`config.mk`:
```
export PLATFORM = sky130hd
export DESIGN_NAME = dmactl_regs
export DESIGN_NICKNAME = d
export VERILOG_FILES = /design/src/rtl/dmactl_pkg.sv /design/src/rtl/dmactl_decode.sv /design/src/rtl/dmactl_ctrl_chan.sv /design/src/rtl/dmactl_store.sv /design/src/rtl/dmactl_regs.sv
export SDC_FILE = /design/constraint.sdc
export NUM_CORES = 1
export LEC_CHECK = 0
export ABC_AREA = 1
export BUFFER_PORTS_ARGS = -buffer_cell sky130_fd_sc_hd__clkbuf_2
export CAP_MARGIN = 10
export CORE_ASPECT_RATIO = 1.2
export CORE_MARGIN = 3
export CORE_UTILIZATION = 55
export CTS_CLUSTER_DIAMETER = 200
export DETAILED_ROUTE_END_ITERATION = 8
export HOLD_SLACK_MARGIN = 0.15
export PLACE_DENSITY = 0.74
export RECOVER_POWER = 100
export SLEW_MARGIN = 30
export SYNTH_ARGS = -nofsm -noshare
export SYNTH_HDL_FRONTEND = slang
export SYNTH_SLANG_ARGS = --single-unit
export TNS_END_PERCENT = 50
```
`constraint.sdc`:
```
create_clock -name clk -period 1.9 [get_ports clk]
set_clock_uncertainty 0.1 [all_clocks]
set_input_delay 0.19 -clock clk [delete_from_list [all_inputs] [get_ports clk]]
set_output_delay 0.19 -clock clk [all_outputs]
set_load 0.005 [all_outputs]
```
`src/rtl/dmactl_pkg.sv`:
```
package dmactl_pkg;

    localparam int DATA_W      = 32;
    localparam int VER_W       = 4;
    localparam int CTRL_LOW_W  = DATA_W - VER_W;
    localparam int WORD_SHIFT  = 2;

    // Fixed word indices whose behaviour other logic decodes
    localparam int IDX_CH0_CTRL = 0;
    localparam int IDX_CH0_ADDR = 1;
    localparam int IDX_CH1_CTRL = 4;

    // Control word bit positions
    localparam int BIT_IEN    = 4;
    localparam int BIT_AUTO   = 6;
    localparam int BIT_RST    = 7;
    localparam int BIT_LOADED = 14;

    typedef struct packed {
        logic rst_pulse;
        logic irq_drop;
    } chan_evt_t;

    typedef logic [CTRL_LOW_W-1:0] ctrl_low_t;

    // Value stored for a control write; the version nibble is never stored.
    function automatic ctrl_low_t shape_ctrl(input logic [DATA_W-1:0] v,
                                             input logic auto_rule);
        ctrl_low_t r;
        r = v[CTRL_LOW_W-1:0];
        if (auto_rule && !v[BIT_RST]) begin
            if (v[BIT_AUTO])
                r[BIT_AUTO] = 1'b0;
            else if (v == '0)
                r[BIT_AUTO] = 1'b1;
        end
        return r;
    endfunction

endpackage

```
`src/rtl/dmactl_decode.sv`:
```
module dmactl_decode
    import dmactl_pkg::*;
#(
    parameter int ADDR_W   = 12,
    parameter int NUM_REGS = 8
) (
    input  logic                      wr_en,
    input  logic [ADDR_W-1:0]         wr_addr,
    input  logic [ADDR_W-1:0]         rd_addr,
    output logic [NUM_REGS-1:0]       wr_sel,
    output logic [$clog2(NUM_REGS)-1:0] rd_idx
);
    localparam int IDX_W     = $clog2(NUM_REGS);
    localparam int WIN_BYTES = NUM_REGS << WORD_SHIFT;

    logic [ADDR_W-1:0] wr_masked;
    logic [ADDR_W-1:0] rd_masked;
    logic [IDX_W-1:0]  wr_idx;

    always_comb begin
        wr_masked = wr_addr & ADDR_W'(WIN_BYTES - 1);
        rd_masked = rd_addr & ADDR_W'(WIN_BYTES - 1);
        wr_idx    = IDX_W'(wr_masked >> WORD_SHIFT);
        rd_idx    = IDX_W'(rd_masked >> WORD_SHIFT);
    end

    for (genvar k = 0; k < NUM_REGS; k++) begin : g_sel
        assign wr_sel[k] = wr_en && (wr_idx == IDX_W'(k));
    end

endmodule

```
`src/rtl/dmactl_ctrl_chan.sv`:
```
module dmactl_ctrl_chan
    import dmactl_pkg::*;
#(
    parameter bit AUTO_RULE = 1'b1
) (
    input  logic              clk,
    input  logic              rst,
    input  logic              wr,
    input  logic [DATA_W-1:0] data,
    input  logic              load_set,
    output ctrl_low_t         low_q,
    output chan_evt_t         evt_q
);

    always_ff @(posedge clk) begin
        if (rst) begin
            low_q <= '0;
            evt_q <= '0;
        end else begin
            evt_q <= '0;
            if (wr) begin
                low_q           <= shape_ctrl(data, AUTO_RULE);
                evt_q.rst_pulse <= data[BIT_RST];
                evt_q.irq_drop  <= ~data[BIT_IEN];
            end else if (load_set) begin
                low_q[BIT_LOADED] <= 1'b1;
            end
        end
    end

endmodule

```
`src/rtl/dmactl_store.sv`:
```
module dmactl_store
    import dmactl_pkg::*;
#(
    parameter int                NUM_REGS  = 8,
    parameter logic [NUM_REGS-1:0] SKIP_MASK = '0
) (
    input  logic                             clk,
    input  logic                             rst,
    input  logic [NUM_REGS-1:0]              sel,
    input  logic [DATA_W-1:0]                data,
    output logic [NUM_REGS-1:0][DATA_W-1:0]  q
);

    for (genvar k = 0; k < NUM_REGS; k++) begin : g_word
        if (SKIP_MASK[k]) begin : g_skip
            assign q[k] = '0;
        end else begin : g_keep
            always_ff @(posedge clk) begin
                if (rst)
                    q[k] <= '0;
                else if (sel[k])
                    q[k] <= data;
            end
        end
    end

endmodule

```
`src/rtl/dmactl_regs.sv`:
```
module dmactl_regs
    import dmactl_pkg::*;
#(
    parameter int         ADDR_W   = 12,
    parameter int         NUM_REGS = 8,
    parameter logic [3:0] VERSION  = 4'hA
) (
    input  logic              clk,
    input  logic              rst,
    input  logic              wr_en,
    input  logic [ADDR_W-1:0] wr_addr,
    input  logic [31:0]       wr_data,
    input  logic [ADDR_W-1:0] rd_addr,
    output logic [31:0]       rd_data,
    output logic              scsi_reset_pulse,
    output logic              scsi_irq_drop,
    output logic              net_reset_pulse,
    output logic              net_irq_drop
);
    localparam int IDX_W = $clog2(NUM_REGS);
    localparam int NUM_CH = 2;
    localparam logic [NUM_REGS-1:0] CTRL_MASK =
        (NUM_REGS'(1) << IDX_CH0_CTRL) | (NUM_REGS'(1) << IDX_CH1_CTRL);

    logic [NUM_REGS-1:0]             wr_sel;
    logic [IDX_W-1:0]                rd_idx;
    logic [NUM_REGS-1:0][DATA_W-1:0] plain_q;
    ctrl_low_t                       ch_low [NUM_CH];
    chan_evt_t                       ch_evt [NUM_CH];

    dmactl_decode #(
        .ADDR_W   (ADDR_W),
        .NUM_REGS (NUM_REGS)
    ) u_decode (
        .wr_en   (wr_en),
        .wr_addr (wr_addr),
        .rd_addr (rd_addr),
        .wr_sel  (wr_sel),
        .rd_idx  (rd_idx)
    );

    for (genvar c = 0; c < NUM_CH; c++) begin : g_chan
        localparam int CIDX = (c == 0) ? IDX_CH0_CTRL : IDX_CH1_CTRL;
        logic load_hook;
        if (c == 0) begin : g_load
            assign load_hook = wr_sel[IDX_CH0_ADDR];
        end else begin : g_noload
            assign load_hook = 1'b0;
        end
        dmactl_ctrl_chan #(
            .AUTO_RULE (c == 0)
        ) u_chan (
            .clk      (clk),
            .rst      (rst),
            .wr       (wr_sel[CIDX]),
            .data     (wr_data),
            .load_set (load_hook),
            .low_q    (ch_low[c]),
            .evt_q    (ch_evt[c])
        );
    end

    dmactl_store #(
        .NUM_REGS  (NUM_REGS),
        .SKIP_MASK (CTRL_MASK)
    ) u_store (
        .clk  (clk),
        .rst  (rst),
        .sel  (wr_sel),
        .data (wr_data),
        .q    (plain_q)
    );

    always_comb begin
        if (rd_idx == IDX_W'(IDX_CH0_CTRL))
            rd_data = {VERSION, ch_low[0]};
        else if (rd_idx == IDX_W'(IDX_CH1_CTRL))
            rd_data = {VERSION, ch_low[1]};
        else
            rd_data = plain_q[rd_idx];
    end

    assign scsi_reset_pulse = ch_evt[0].rst_pulse;
    assign scsi_irq_drop    = ch_evt[0].irq_drop;
    assign net_reset_pulse  = ch_evt[1].rst_pulse;
    assign net_irq_drop     = ch_evt[1].irq_drop;

endmodule

```
-- After elaboration in Yosys (flattened, before gate mapping)
Cells that the tools add are included.
- $lt $le $gt $ge: 1
- equal/unequal tests: 8
- mux-type cells: 9
- bitwise gates (word level): 3
- reduce and logical (&&, ||, !) cells: 14
- operators with widths (cell ; count):
    $bmux 32 s3 ; 1
    $mux 32 ; 3
    $logic_not 32->1 ; 1
    $eq 3x3->1 const B ; 5
    $logic_and 1x1->1 ; 8
    $eq 3x2->1 const B ; 2
    $logic_not 3->1 ; 2
    $mux 1 ; 5
    $lt 3x4->1 const B ; 1
    $reduce_or 2->1 ; 2
    $eq 3x1->1 const B ; 1
    $not 1->1 ; 3
    $reduce_bool 2->1 ; 1
- flip-flop bits (word level): 252
- output and inout bits: 36

-- Logic depth before layout (Yosys ltp)
Gate-level depths: netlist (run 1).
- depth after elaboration: 4
- mapped depth: 8
- mapped depth without buffers: 7

-- By module
Synthesis (run 1) repeated with hierarchy kept, for this count alone.
- cells, all modules: 2037
- area total of the unflattened synthesis: 12629.6 um^2
- by module, submodules not included (module ; instances ; cells an instance ; area each (um^2) ; sequential area each (um^2)):
    dmactl_store ; 1 ; 1121 ; 7759.9 ; 3843.7
    dmactl_regs ; 1 ; 607 ; 2585.0 ; 0.0
    dmactl_ctrl_chan (g_chan[0].u_chan) ; 1 ; 158 ; 1151.1 ; 600.6
    dmactl_ctrl_chan (g_chan[1].u_chan) ; 1 ; 131 ; 1047.3 ; 600.6
    dmactl_decode ; 1 ; 20 ; 86.3 ; 0.0

-- Worst setup path after synthesis (run 1)
Ideal clock, no wire load.
- path kind: input to output
- start point: input rd_addr[3]
- end point: output rd_data[10]
- arrival time: 1.009 ns
- path slack: 0.601 ns
- cell stages on the path: 7
- path through: buf_4 nor2_4 nand2_1 inv_2 buf_4 nand2_1 nand4_1
- cells in the longest elaborated chain, start to end: 4
- elaborated cells between the ends (all ways): 6
- classes of those cells: 1 x eq/ne; 4 x mux; 1 x reduce/logical
- RTL lines (element ; line ; source):
    from (decl) ; dmactl_regs.sv:13 ; input logic [ADDR_W-1:0] rd_addr,
    $bmux 32 s3 ; dmactl_regs.sv:80 ; rd_data = plain_q[rd_idx];
    $mux 32 (implied by the code) ; dmactl_regs.sv:80 ;
    $mux 32 ; dmactl_regs.sv:77 ; else if (rd_idx == IDX_W'(IDX_CH1_CTRL))
    $mux 32 * ; dmactl_regs.sv:75 ; if (rd_idx == IDX_W'(IDX_CH0_CTRL))
    to (decl) ; dmactl_regs.sv:14 ; output logic [31:0] rd_data,
Every way passes the cells marked *; elsewhere a longest branch is shown, timed or not. The select of a mux whose other input is x is not followed.

-- Final worst setup path (run 1)
- start point: register u_store.q[96] (netlist bit)
- end point: output rd_data[0]
- cells in the longest elaborated chain, start to end: 4
- RTL lines (element ; line ; source):
    from (decl) ; dmactl_store.sv:11 ; output logic [NUM_REGS-1:0][DATA_W-1:0] q
    from (signal, indexed assignment) ; dmactl_store.sv:22 ; q[k] <= data;
    $bmux 32 s3 ; dmactl_regs.sv:80 ;
    $mux 32 (implied by the code) ; dmactl_regs.sv:80 ;
    $mux 32 ; dmactl_regs.sv:77 ;
    $mux 32 ; dmactl_regs.sv:75 ;
No other way between the ends. The select of a mux whose other input is x is not followed.

==> results of run 1 <==
## layer usage
layer	global-route usage	routed length [µm]	vias up
li1	-	-	5331
met1	0.379	13500	4872
met2	0.495	15100	339
met3	0.0332	1980	42
met4	0.0708	584	0
met5	0	0	-
## stage by stage
| stage | hold slack [ns] | worst slack, ns |
|---|---|---|
| 2_1_floorplan | 0.167 | 0.601 |
| 5_1_grt | 0.234 | 0.0230 |
| 4_1_cts | 0.178 | 0.124 |
| 6_report | 0.203 | 0.118 |
| 3_3_place_gp | 0.337 | 0.237 |
| 3_5_place_dp | 0.343 | 0.243 |
## critical path, delay by kind of cell, from the launching register on
| kind | cells | cell delay, ns |
|---|---|---|
| buffers and inverters | 2 | 0.19 |
| AND/OR/NAND/NOR | 4 | 0.33 |
| AO/OA/AOI/OAI | 1 | 0.13 |
| flip-flops | 1 | 0.30 |
## cell usage in the layout (no fill, tap or decap), types with 5 or more instances in the layout
cell type      synthesis  final
nor2_1               373    373
o21ai_0              256    258
nand2_1              259    257
dfxtp_1              252    252
inv_1                101    100
a21oi_1               91     91
nand3_1               66     66
clkbuf_2               0     56
buf_4                 10     36
dlygate4sd3_1          0     34
clkbuf_16              0     27
clkbuf_1              69     27
o22ai_1               23     23
nand4_1               21     21
o31ai_1               19     19
clkbuf_8               0      9
o21ai_1               10      8
buf_12                 0      8
clkinv_1               4      5
## power breakdown
group	internal [W]	total, W	switching (W)	leakage, nW
clock	0.00308	0.00516	0.00208	0.438
sequential	0.00547	0.00554	0.0000750	2.05
combinational	0.000439	0.00123	0.000795	2.63
total	0.00899	0.0119	0.00295	5.12
## sequential cells by signal (all words and copies together) (netlist names)
register             flops
g_chan.u_chan.evt_q      4
g_chan.u_chan.low_q     56
u_store.q              192
## layout make-up
cell class,instances,area (µm²)
clock buffers,40,815
multi-input cells,1124,4960
fillers,1732,6420
clock inverters,6,61.3
inverters,108,408
well taps,256,320
flip-flops and latches,252,5040
repair buffers,161,1170
## cells by family (layout without fill, tap and decap cells)
group	after synthesis	count (layout)	synth area share
AO/OA/AOI/OAI	401	401	0.191
buffers and inverters	223	315	0.0846
flip-flops	252	252	0.462
AND/OR/NAND/NOR	723	723	0.262
## worst paths after layout
kind	endpoint	cells past startpoint
worst max-delay path	rd_data[0]	7
worst min-delay path	u_store.q[194]$_SDFFE_PP0P_	5
worst max register to register	u_store.q[39]$_SDFFE_PP0P_	2
worst min register to register	u_store.q[237]$_SDFFE_PP0P_	2
## timing repair
| item | in CTS | in global routing |
|---|---|---|
| endpoints found under the hold margin | 252 | 0 |
| hold buffers | 34 | 0 |
| endpoints found under the setup margin | 0 | 0 |
==> results by group, run 1 <==
Yosys
  • Mapped Cells: between 1,500 and 2,000
  • Share of flip-flops with an asynchronous set or reset: 0
  • Syn. warnings: 0
  • Number of synthesized flops with an enable pin: 0
  • Syn Nets: 1,658
  • Top cell type by total area after synthesis: dfxtp_1
  • Synth cell count leaders: 373 x nor2_1, 259 x nand2_1, 256 x o21ai_0, 252 x dfxtp_1, 101 x inv_1
  • Synth top area share: 0.462
  • Yosys cell types: 21
  • Mapped Area: 10,900 µm²
  • Seq cells post-synth: 252
  • Top-count cell post-synth: nor2_1
  • Main synth FF type: dfxtp_1
  • Register area share after synthesis: 0.462
  • Mapped Avg Cell Area: 6.83 µm²
  • Dominant cells by area after synthesis: dfxtp_1 46%, nor2_1 13%, o21ai_0 12%, nand2_1 8.9%, a21oi_1 4.2%

CTS
  • Post-CTS Resized: 0
  • Clock Tree Root: clkbuf_16
  • Worst-Skew Late Latency: 0.52 ns
  • H-tree levels: 1
  • TritonCTS clock tree: built
  • Setup bufs post-CTS: 0
  • Sink Count: 252
  • Total CTS buffers: 26
  • CTS max path bufs: 3
  • Clock-pin slew on the worst setup and hold paths: 0.06 ns

Power
  • Overall power: roughly 0.012 W
  • Leakage power total: 5.12 nW
  • P per Cell Area: roughly 930 nW/µm²
  • Max VDD drop: ~0.66 mV

Setup path
  • Setup Crit Path Kind: reg2out
  • CP max stage delay: 0.30 ns
  • Setup crit end kind: output pin
  • WP data required: 1.61 ns
  • Worst path slowest cell: dfxtp_1
  • Crit-path cells: inv_1 -> nand2_1 -> nand2_1 -> o21ai_0 -> nand2_1 -> nand4_1 -> clkbuf_1
  • CP Launch Type: flop
  • Most common cell type on the critical path: nand2_1
  • Worst r2r src: u_store.q[39]$_SDFFE_PP0P_
  • CP arrival: 1.49 ns
  • CP max FO: 2
  • Flop2flop setup slack: 1.11 ns
  • Critical path startpoint: u_store.q[96]$_SDFFE_PP0P_

Floorplan
  • Io pins: 95
  • # rows: 55
  • Core Region: 19,200 µm²
  • Initial Utilization: 0.569
  • Die footprint: ~22,000 µm²
  • Die width: 135 µm
  • Die Height: 160 µm

STA
  • RSZ-0062 raised after global routing: false
  • Post-layout min period: 1.78 ns
  • TNS Setup: 0 ns
  • Worst-Margin Slew: 0.990 ns
  • Period utilization: 0.938
  • Fin. Hold Viols: 0
  • Final Slew Violations: 0
  • Finish-stage setup viols: 0
  • Max Clk Rate: approximately 560 MHz
  • Max-slew headroom: 0.340

Routing
  • Vias per inst: ~5.4
  • DRC Markers: 0
  • DR WL/cell: ~16 µm
  • DRT Wirelength: 31,100 µm
  • Initial DRC count: between 900 and 1,000
  • DRT antenna net count: 0
  • DR vias: 10,600
  • Router iterations before antenna repair: 6

Finish
  • Fin area: between 10,000 and 15,000 µm²
  • Antenna cells: 0
  • Layout cell share with drive strength beyond 1: 0.0917
  • Finished Core Util: 0.666
  • Nets: 1,732
  • Fin cells: ~1,900
  • Area delta synth->final: 17.0%

Placed design
  • Dpl cells: ~1,900
  • Buffers on Ports: 76
  • RD Place Congestion: approximately 0.82
  • Detailed Place HPWL: ~19,000 µm
  • Dpl cell area: around 12,000 µm²

Job
  • Max_cap viols: 0

Min path
  • Source of the worst hold timing path: wr_addr[2]
  • Hold crit path type: in2reg

Global route
  • GRT overflow: 0
  • Initial antenna violation count: 0
  • Vias in the first global route: 9,907
  • Largest net degree at the start of global routing: between 90 and 100
  • Global-route wire length before repair: between 50,000 and 60,000 µm
  • Gr usage total: 0.285

Run status
  • Status: complete, no violations
No activity file was read; power rests on OpenSTA's default activity.
==> run 2: changes to the inputs <==
GPL_ROUTABILITY_DRIVEN = 1   (was default)
PLACE_DENSITY = default   (was 0.74)
PLACE_DENSITY_LB_ADDON = 0.3   (was default)
==> run 2 against run 1 <==
First-iteration DRC count increased by 0.22%. Sequential share of layout area decreased by 0.073 points. Sequential power about the same. Critical endpoint is now rd_data[3].
==> results by group, run 2 (synthesized netlist as in run 1, its figures left out) <==
Run status
  • Status: complete, no violations (unchanged)

Floorplan
  • # rows: 55 (unchanged)
  • Die Height: 160 µm (unchanged)
  • Io pins: 95 (unchanged)
  • Initial Utilization: 0.569 (unchanged)
  • Core Region: 19,200 µm² (unchanged)
  • Die width: 135 µm (unchanged)
  • Die footprint: 21,600 µm² (unchanged)

Routing
  • Met3 routed WL: 2380 µm (was 1980 µm)
  • DRC Markers: 0 (unchanged)
  • Met2 WL post-DR: 14,900 µm (was 15,100 µm)
  • Vias per inst: 5.49 (was 5.44)
  • DRT antenna net count: 0 (unchanged)
  • Routed met1 length: 13,200 µm (was 13,500 µm)
  • Router iterations before antenna repair: 7 (was 6)
  • Max layer used: met4 (unchanged)
  • DR WL/cell: 16.0 µm (about the same)
  • DR vias: 10,700 (was 10,600)
  • Initial DRC count: 911 (was 909)
  • DRT Wirelength: 31,200 µm (was 31,100 µm)

Finish
  • Most common cell after layout, fill and taps aside: nor2_1 (unchanged)
  • Antenna cells: 0 (unchanged)
  • Area of the multi-input gates: 4960 µm² (about the same)
  • FF/Latch Area: 5040 µm² (unchanged)
  • Biggest register: u_store.q (unchanged)
  • Top Registers: u_store.q x192, g_chan.u_chan.low_q x56, g_chan.u_chan.evt_q x4 (unchanged)
  • Layout cell share with drive strength beyond 1: 0.0935 (was 0.0917)
  • Area delta synth->final: 17.2% (was 17.0%)
  • Most frequent cells in the layout: 373 x nor2_1, 259 x nand2_1, 258 x o21ai_0 (was 373 x nor2_1, 258 x o21ai_0, 257 x nand2_1)
  • Fill cells: 1,653 (was 1,732)
  • Max FFs per register: 192 (unchanged)
  • Nets: 1,731 (was 1,732)

Placed design
  • Detailed Place HPWL: 19,000 µm (was 19,100 µm)
  • Place WS: 0.233 ns (was 0.243 ns)
  • Buffers on Ports: 76 (unchanged)
  • RD Place Congestion: 0.866 (was 0.825)

CTS
  • Total CTS buffers: 25 (was 26)
  • TritonCTS clock tree: built (unchanged)
  • H-tree levels: 1 (unchanged)
  • CTS max path bufs: 3 (unchanged)
  • Sink Count: 252 (unchanged)
  • Worst-Skew Late Latency: 0.51 ns (was 0.52 ns)
  • Clock Tree Root: clkbuf_16 (unchanged)
  • Clock-pin slew on the worst setup and hold paths: 0.07 ns (was 0.06 ns)
  • Setup bufs post-CTS: 0 (unchanged)

Global route
  • Vias in the first global route: 9,956 (was 9,907)
  • GRT overflow: 0 (unchanged)
  • Initial antenna violation count: 0 (unchanged)
  • Global-route wire length before repair: 50,300 µm (was 50,800 µm)
  • Gr usage total: 0.282 (was 0.285)
  • Largest net degree at the start of global routing: 115 (was 96)

Setup path
  • Setup crit end kind: output pin (unchanged)
  • CP max stage delay: 0.36 ns (was 0.30 ns)
  • WP data required: 1.61 ns (about the same)
  • CP Launch Type: flop (unchanged)
  • Crit-path cells: inv_1 -> o31ai_1 -> nand2_1 -> nand4_1 -> clkbuf_2 (was inv_1 -> nand2_1 -> nand2_1 -> o21ai_0 -> nand2_1 -> nand4_1 -> clkbuf_1)
  • Crit path buf inv count: 2 (unchanged)
  • Family with the most delay on the worst path: compound AO/OA/AOI/OAI gates (was simple AND/OR/NAND/NOR gates)
  • CP max FO: 2 (unchanged)
  • Worst path slowest cell: o31ai_1 (was dfxtp_1)
  • CP arrival: 1.52 ns (was 1.49 ns)
  • Setup Crit Path Kind: reg2out (unchanged)

Power
  • Max VDD drop: 0.706 mV (was 0.656 mV)
  • Logic gate share of total power: 0.105 (was 0.103)
  • Clock network power share: 0.431 (was 0.432)
  • Switching power: 0.00296 W (was 0.00295 W)
  • Switching share of power: 0.248 (was 0.247)
  • Pint: 0.00898 W (was 0.00899 W)
  • Reg power frac: 0.464 (about the same)
  • Leakage power total: 5.13 nW (was 5.12 nW)
  • P per Cell Area: 932 nW/µm² (was 934 nW/µm²)

STA
  • Worst-Margin Slew: 0.701 ns (was 0.990 ns)
  • RSZ-0062 raised after global routing: false (unchanged)
  • Period utilization: 0.955 (was 0.938)
  • Max Clk Rate: 551 MHz (was 561 MHz)
  • Final Slew Violations: 0 (unchanged)
  • Max-slew headroom: 0.533 (was 0.340)
  • Fin Hold WS: 0.257 ns (was 0.203 ns)
  • PnR worst setup slack: 0.0853 ns (was 0.118 ns)
  • Fin. Hold Viols: 0 (unchanged)
  • Finish-stage setup viols: 0 (unchanged)
  • Post-layout min period: 1.81 ns (was 1.78 ns)
  • TNS Setup: 0 ns (unchanged)

Job
  • Max_cap viols: 0 (unchanged)

Min path
  • Hold crit path type: in2reg (unchanged)
run 2: worst paths after layout:
path	startpoint	depth (start not counted)	endpoint	slack [ns]
setup / recovery	u_store.q[163]$_SDFFE_PP0P_	5	rd_data[3]	0.09
hold / removal	wr_addr[4]	5	u_store.q[230]$_SDFFE_PP0P_	0.26
hold reg to reg	u_store.q[243]$_SDFFE_PP0P_	2	u_store.q[243]$_SDFFE_PP0P_	0.35
setup reg to reg	u_store.q[70]$_SDFFE_PP0P_	2	u_store.q[70]$_SDFFE_PP0P_	1.13
run 2: cell type report:
type                    count  area share
well taps                 256      0.0250
repair buffers            161      0.0962
clock buffers              29      0.0524
multi-input cells        1124       0.387
clock inverters            15      0.0137
flip-flops and latches    252       0.394
inverters                 108      0.0318
run 2: metal layers:
layer	global-route usage	vias to the layer above
li1	-	5318
met1	0.372	4890
met2	0.477	413
met3	0.0379	61
met4	0.0931	0
met5	0	-
run 2: stage by stage:
step,total power (W),instances,utilization,cell area (µm²)
2_1_floorplan,0.00639,1599,-,10900
3_3_place_gp,0.00682,1867,0.607,11700
3_5_place_dp,0.00685,1867,0.607,11700
4_1_cts,0.0120,1945,0.669,12800
5_1_grt,0.0124,1945,0.667,12800
6_report,0.0119,1945,0.667,12800
run 2: worst register-to-register path, stage by stage, from the launching register on:
cell	delay, ns
dfxtp_1	0.32
o21ai_0	0.16
a21oi_1	0.06
run 2: power groups by stage:
stage                     clock network, W  registers, W  logic (W)
after floorplan                          0       0.00564   0.000750
after global placement                   0       0.00565    0.00117
after detailed placement                 0       0.00566    0.00119
after CTS                          0.00518       0.00554    0.00125
after global routing               0.00541       0.00556    0.00140
final                              0.00514       0.00554    0.00125
run 2: timing repair:
action / in CTS / in global routing
gates resized for setup: 0 / 1
endpoints found under the setup margin: 0 / 1
hold buffers: 34 / 0
hold endpoints to repair: 252 / 0
==> run 3: changes to the inputs <==
clock period = 1.7 ns   (was 1.9 ns; I/O delays follow)
==> run 3 against run 2 <==
The run now ends with setup timing left. Sequential power increased by 12%. Register-to-register slack worse by 0.20 ns. Wire length up 1.7%. Critical path type unchanged. Critical endpoint is now rd_data[6].
==> results by group, run 3 (synthesized netlist as in run 1, its figures left out) <==
Global route
  • Largest net degree at the start of global routing: 112 (was 115)
  • GRT overflow: 0 (unchanged)
  • Vias in the first global route: 10,200 (was 9,956)
  • Gr usage total: 0.287 (was 0.282)
  • Initial antenna violation count: 0 (unchanged)
  • Global-route wire length before repair: 51,500 µm (was 50,300 µm)

Setup path
  • Capturing point of the worst reg2reg path: u_store.q[216]$_SDFFE_PP0P_ (was u_store.q[70]$_SDFFE_PP0P_)
  • Worst r2r src: u_store.q[216]$_SDFFE_PP0P_ (was u_store.q[70]$_SDFFE_PP0P_)
  • Setup Crit Path Kind: reg2out (unchanged)
  • Setup crit end kind: output pin (unchanged)
  • Flop2flop setup slack: 0.93 ns (was 1.13 ns)
  • CP Launch Type: flop (unchanged)
  • CP arrival: 1.45 ns (was 1.52 ns)
  • WP data required: 1.43 ns (was 1.61 ns)
  • CP max FO: 2 (unchanged)
  • Reg2reg path depth: 3 (was 2)

Finish
  • Layout cell share with drive strength beyond 1: 0.149 (was 0.0935)
  • Top Registers: u_store.q x192, g_chan.u_chan.low_q x56, g_chan.u_chan.evt_q x4 (unchanged)
  • Max FFs per register: 192 (unchanged)
  • Antenna cells: 0 (unchanged)
  • Area of the multi-input gates: 5110 µm² (was 4960 µm²)
  • Nets: 1,741 (was 1,731)
  • FF/Latch Area: 5070 µm² (was 5040 µm²)
  • Finished Core Util: 0.680 (was 0.667)
  • Area delta synth->final: 19.5% (was 17.2%)
  • Most common cell after layout, fill and taps aside: nor2_1 (unchanged)
  • Biggest register: u_store.q (unchanged)
  • Most frequent cells in the layout: 373 x nor2_1, 250 x nand2_1, 248 x o21ai_0 (was 373 x nor2_1, 259 x nand2_1, 258 x o21ai_0)
  • Fill cells: 1,616 (was 1,653)

Floorplan
  • Die footprint: 21,600 µm² (unchanged)
  • Die Height: 160 µm (unchanged)
  • Io pins: 95 (unchanged)
  • # rows: 55 (unchanged)
  • Die width: 135 µm (unchanged)
  • Initial Utilization: 0.569 (unchanged)
  • Core Region: 19,200 µm² (unchanged)

STA
  • Finish-stage setup viols: 1 (was 0)
  • Post-layout min period: 1.72 ns
  • Fin Hold WS: 0.230 ns (was 0.257 ns)
  • Final Slew Violations: 0 (unchanged)
  • Worst-Margin Slew: 0.742 ns (was 0.701 ns)
  • Period utilization: 1.01
  • RSZ-0062 raised after global routing: true (was false)
  • Fin. Hold Viols: 0 (unchanged)
  • PnR worst setup slack: -0.0190 ns (was 0.0853 ns)
  • Max Clk Rate: around 580 MHz
  • Max-slew headroom: 0.506 (was 0.533)

Min path
  • Hold path depth: 5 (unchanged)
  • Source of the worst hold timing path: wr_addr[4] (unchanged)
  • Hold path endpoint: g_chan[0].u_chan.evt_q[1]$_SDFF_PP0_ (was u_store.q[230]$_SDFFE_PP0P_)
  • Hold crit path type: in2reg (unchanged)

CTS
  • Total CTS buffers: 25 (unchanged)
  • Sink Count: 252 (unchanged)
  • Worst-Skew Late Latency: 0.52 ns (was 0.51 ns)
  • CTS max path bufs: 3 (unchanged)
  • H-tree levels: 1 (unchanged)
  • Clock Tree Root: clkbuf_16 (unchanged)
  • TritonCTS clock tree: built (unchanged)
  • Clock-pin slew on the worst setup and hold paths: 0.07 ns (about the same)

Power
  • P per Cell Area: 1030 nW/µm² (was 932 nW/µm²)
  • Leakage power total: 5.28 nW (was 5.13 nW)
  • Max VDD drop: 0.984 mV (was 0.706 mV)

Routing
  • DR vias: 10,900 (was 10,700)
  • Router iterations before antenna repair: 6 (was 7)
  • DRT antenna net count: 0 (unchanged)
  • Initial DRC count: 969 (was 911)
  • DR WL/cell: 16.2 µm (was 16.0 µm)
  • DRC Markers: 0 (unchanged)
  • Vias per inst: 5.57 (was 5.49)
  • DRT Wirelength: 31,700 µm (was 31,200 µm)

Run status
  • Status: finished, violations left (was complete, no violations)
  • Failing checks: setup timing

Placed design
  • RD Place Congestion: 0.862 (was 0.866)
  • Detailed Place HPWL: 19,300 µm (was 19,000 µm)
  • Buffers on Ports: 76 (unchanged)

Job
  • Max_cap viols: 0 (unchanged)
[run 3: repair_timing]
item | 4_1_cts | 5_1_grt
setup endpoints to repair | 13 | 25
hold endpoints to repair | 252 | 0
resized for setup | 16 | 81
buffers inserted | 0 | 3
hold buffers | 34 | 0
pin swaps | 6 | 23
[run 3: worst max-delay path by stage]
stage                                           start          end  slack [ns]  cells past startpoint
after CTS                 u_store.q[102]$_SDFFE_PP0P_   rd_data[6]       -0.02                      7
final                     u_store.q[198]$_SDFFE_PP0P_   rd_data[6]       -0.02                      7
after global placement                     rd_addr[3]  rd_data[26]        0.09                      8
after global routing      u_store.q[198]$_SDFFE_PP0P_   rd_data[6]       -0.09                      7
after floorplan                            rd_addr[3]  rd_data[10]        0.44                      7
after detailed placement                   rd_addr[3]  rd_data[26]        0.09                      8
[run 3: power breakdown]
group / switching [W] / internal (W)
combinational: 0.000929 / 0.000530
sequential: 0.0000887 / 0.00611
clock: 0.00230 / 0.00345
[run 3: layout make-up]
type,instances,share of cell area
inverters,108,0.0312
clock inverters,8,0.00882
clock buffers,36,0.0564
repair buffers,171,0.0989
multi-input cells,1124,0.392
flip-flops and latches,252,0.388
well taps,256,0.0245
[run 3: routing by layer]
layer | vias up | part of all wire | wire length, µm | track usage
met4 | 0 | 0.033 | 1050 | 0.106
met5 | - | 0 | 0 | 0
met2 | 411 | 0.47 | 15000 | 0.477
met3 | 78 | 0.066 | 2100 | 0.0294
li1 | 5333 | - | - | -
met1 | 5063 | 0.43 | 13600 | 0.389
[run 3: metrics by stage]
stage                     total power, W  cell area, µm²  setup TNS (ns)  worst slack, ns  std cells
after floorplan                  0.00714           10900               0            0.441       1599
after CTS                         0.0134           12900         -0.0336          -0.0247       1952
after global routing              0.0139           13100           -1.56          -0.0866       1955
after global placement           0.00763           11700               0           0.0907       1874
final                             0.0134           13100         -0.0190          -0.0190       1955
after detailed placement         0.00766           11700               0           0.0856       1874
[run 3: critical path, cell delays in order (launching register included)]
cell     delay (ns)
dfxtp_2        0.32
inv_2          0.05
nand2_2        0.05
nand3_2        0.07
o31ai_2        0.06
nand2_1        0.07
nand4_1        0.14
buf_2          0.18
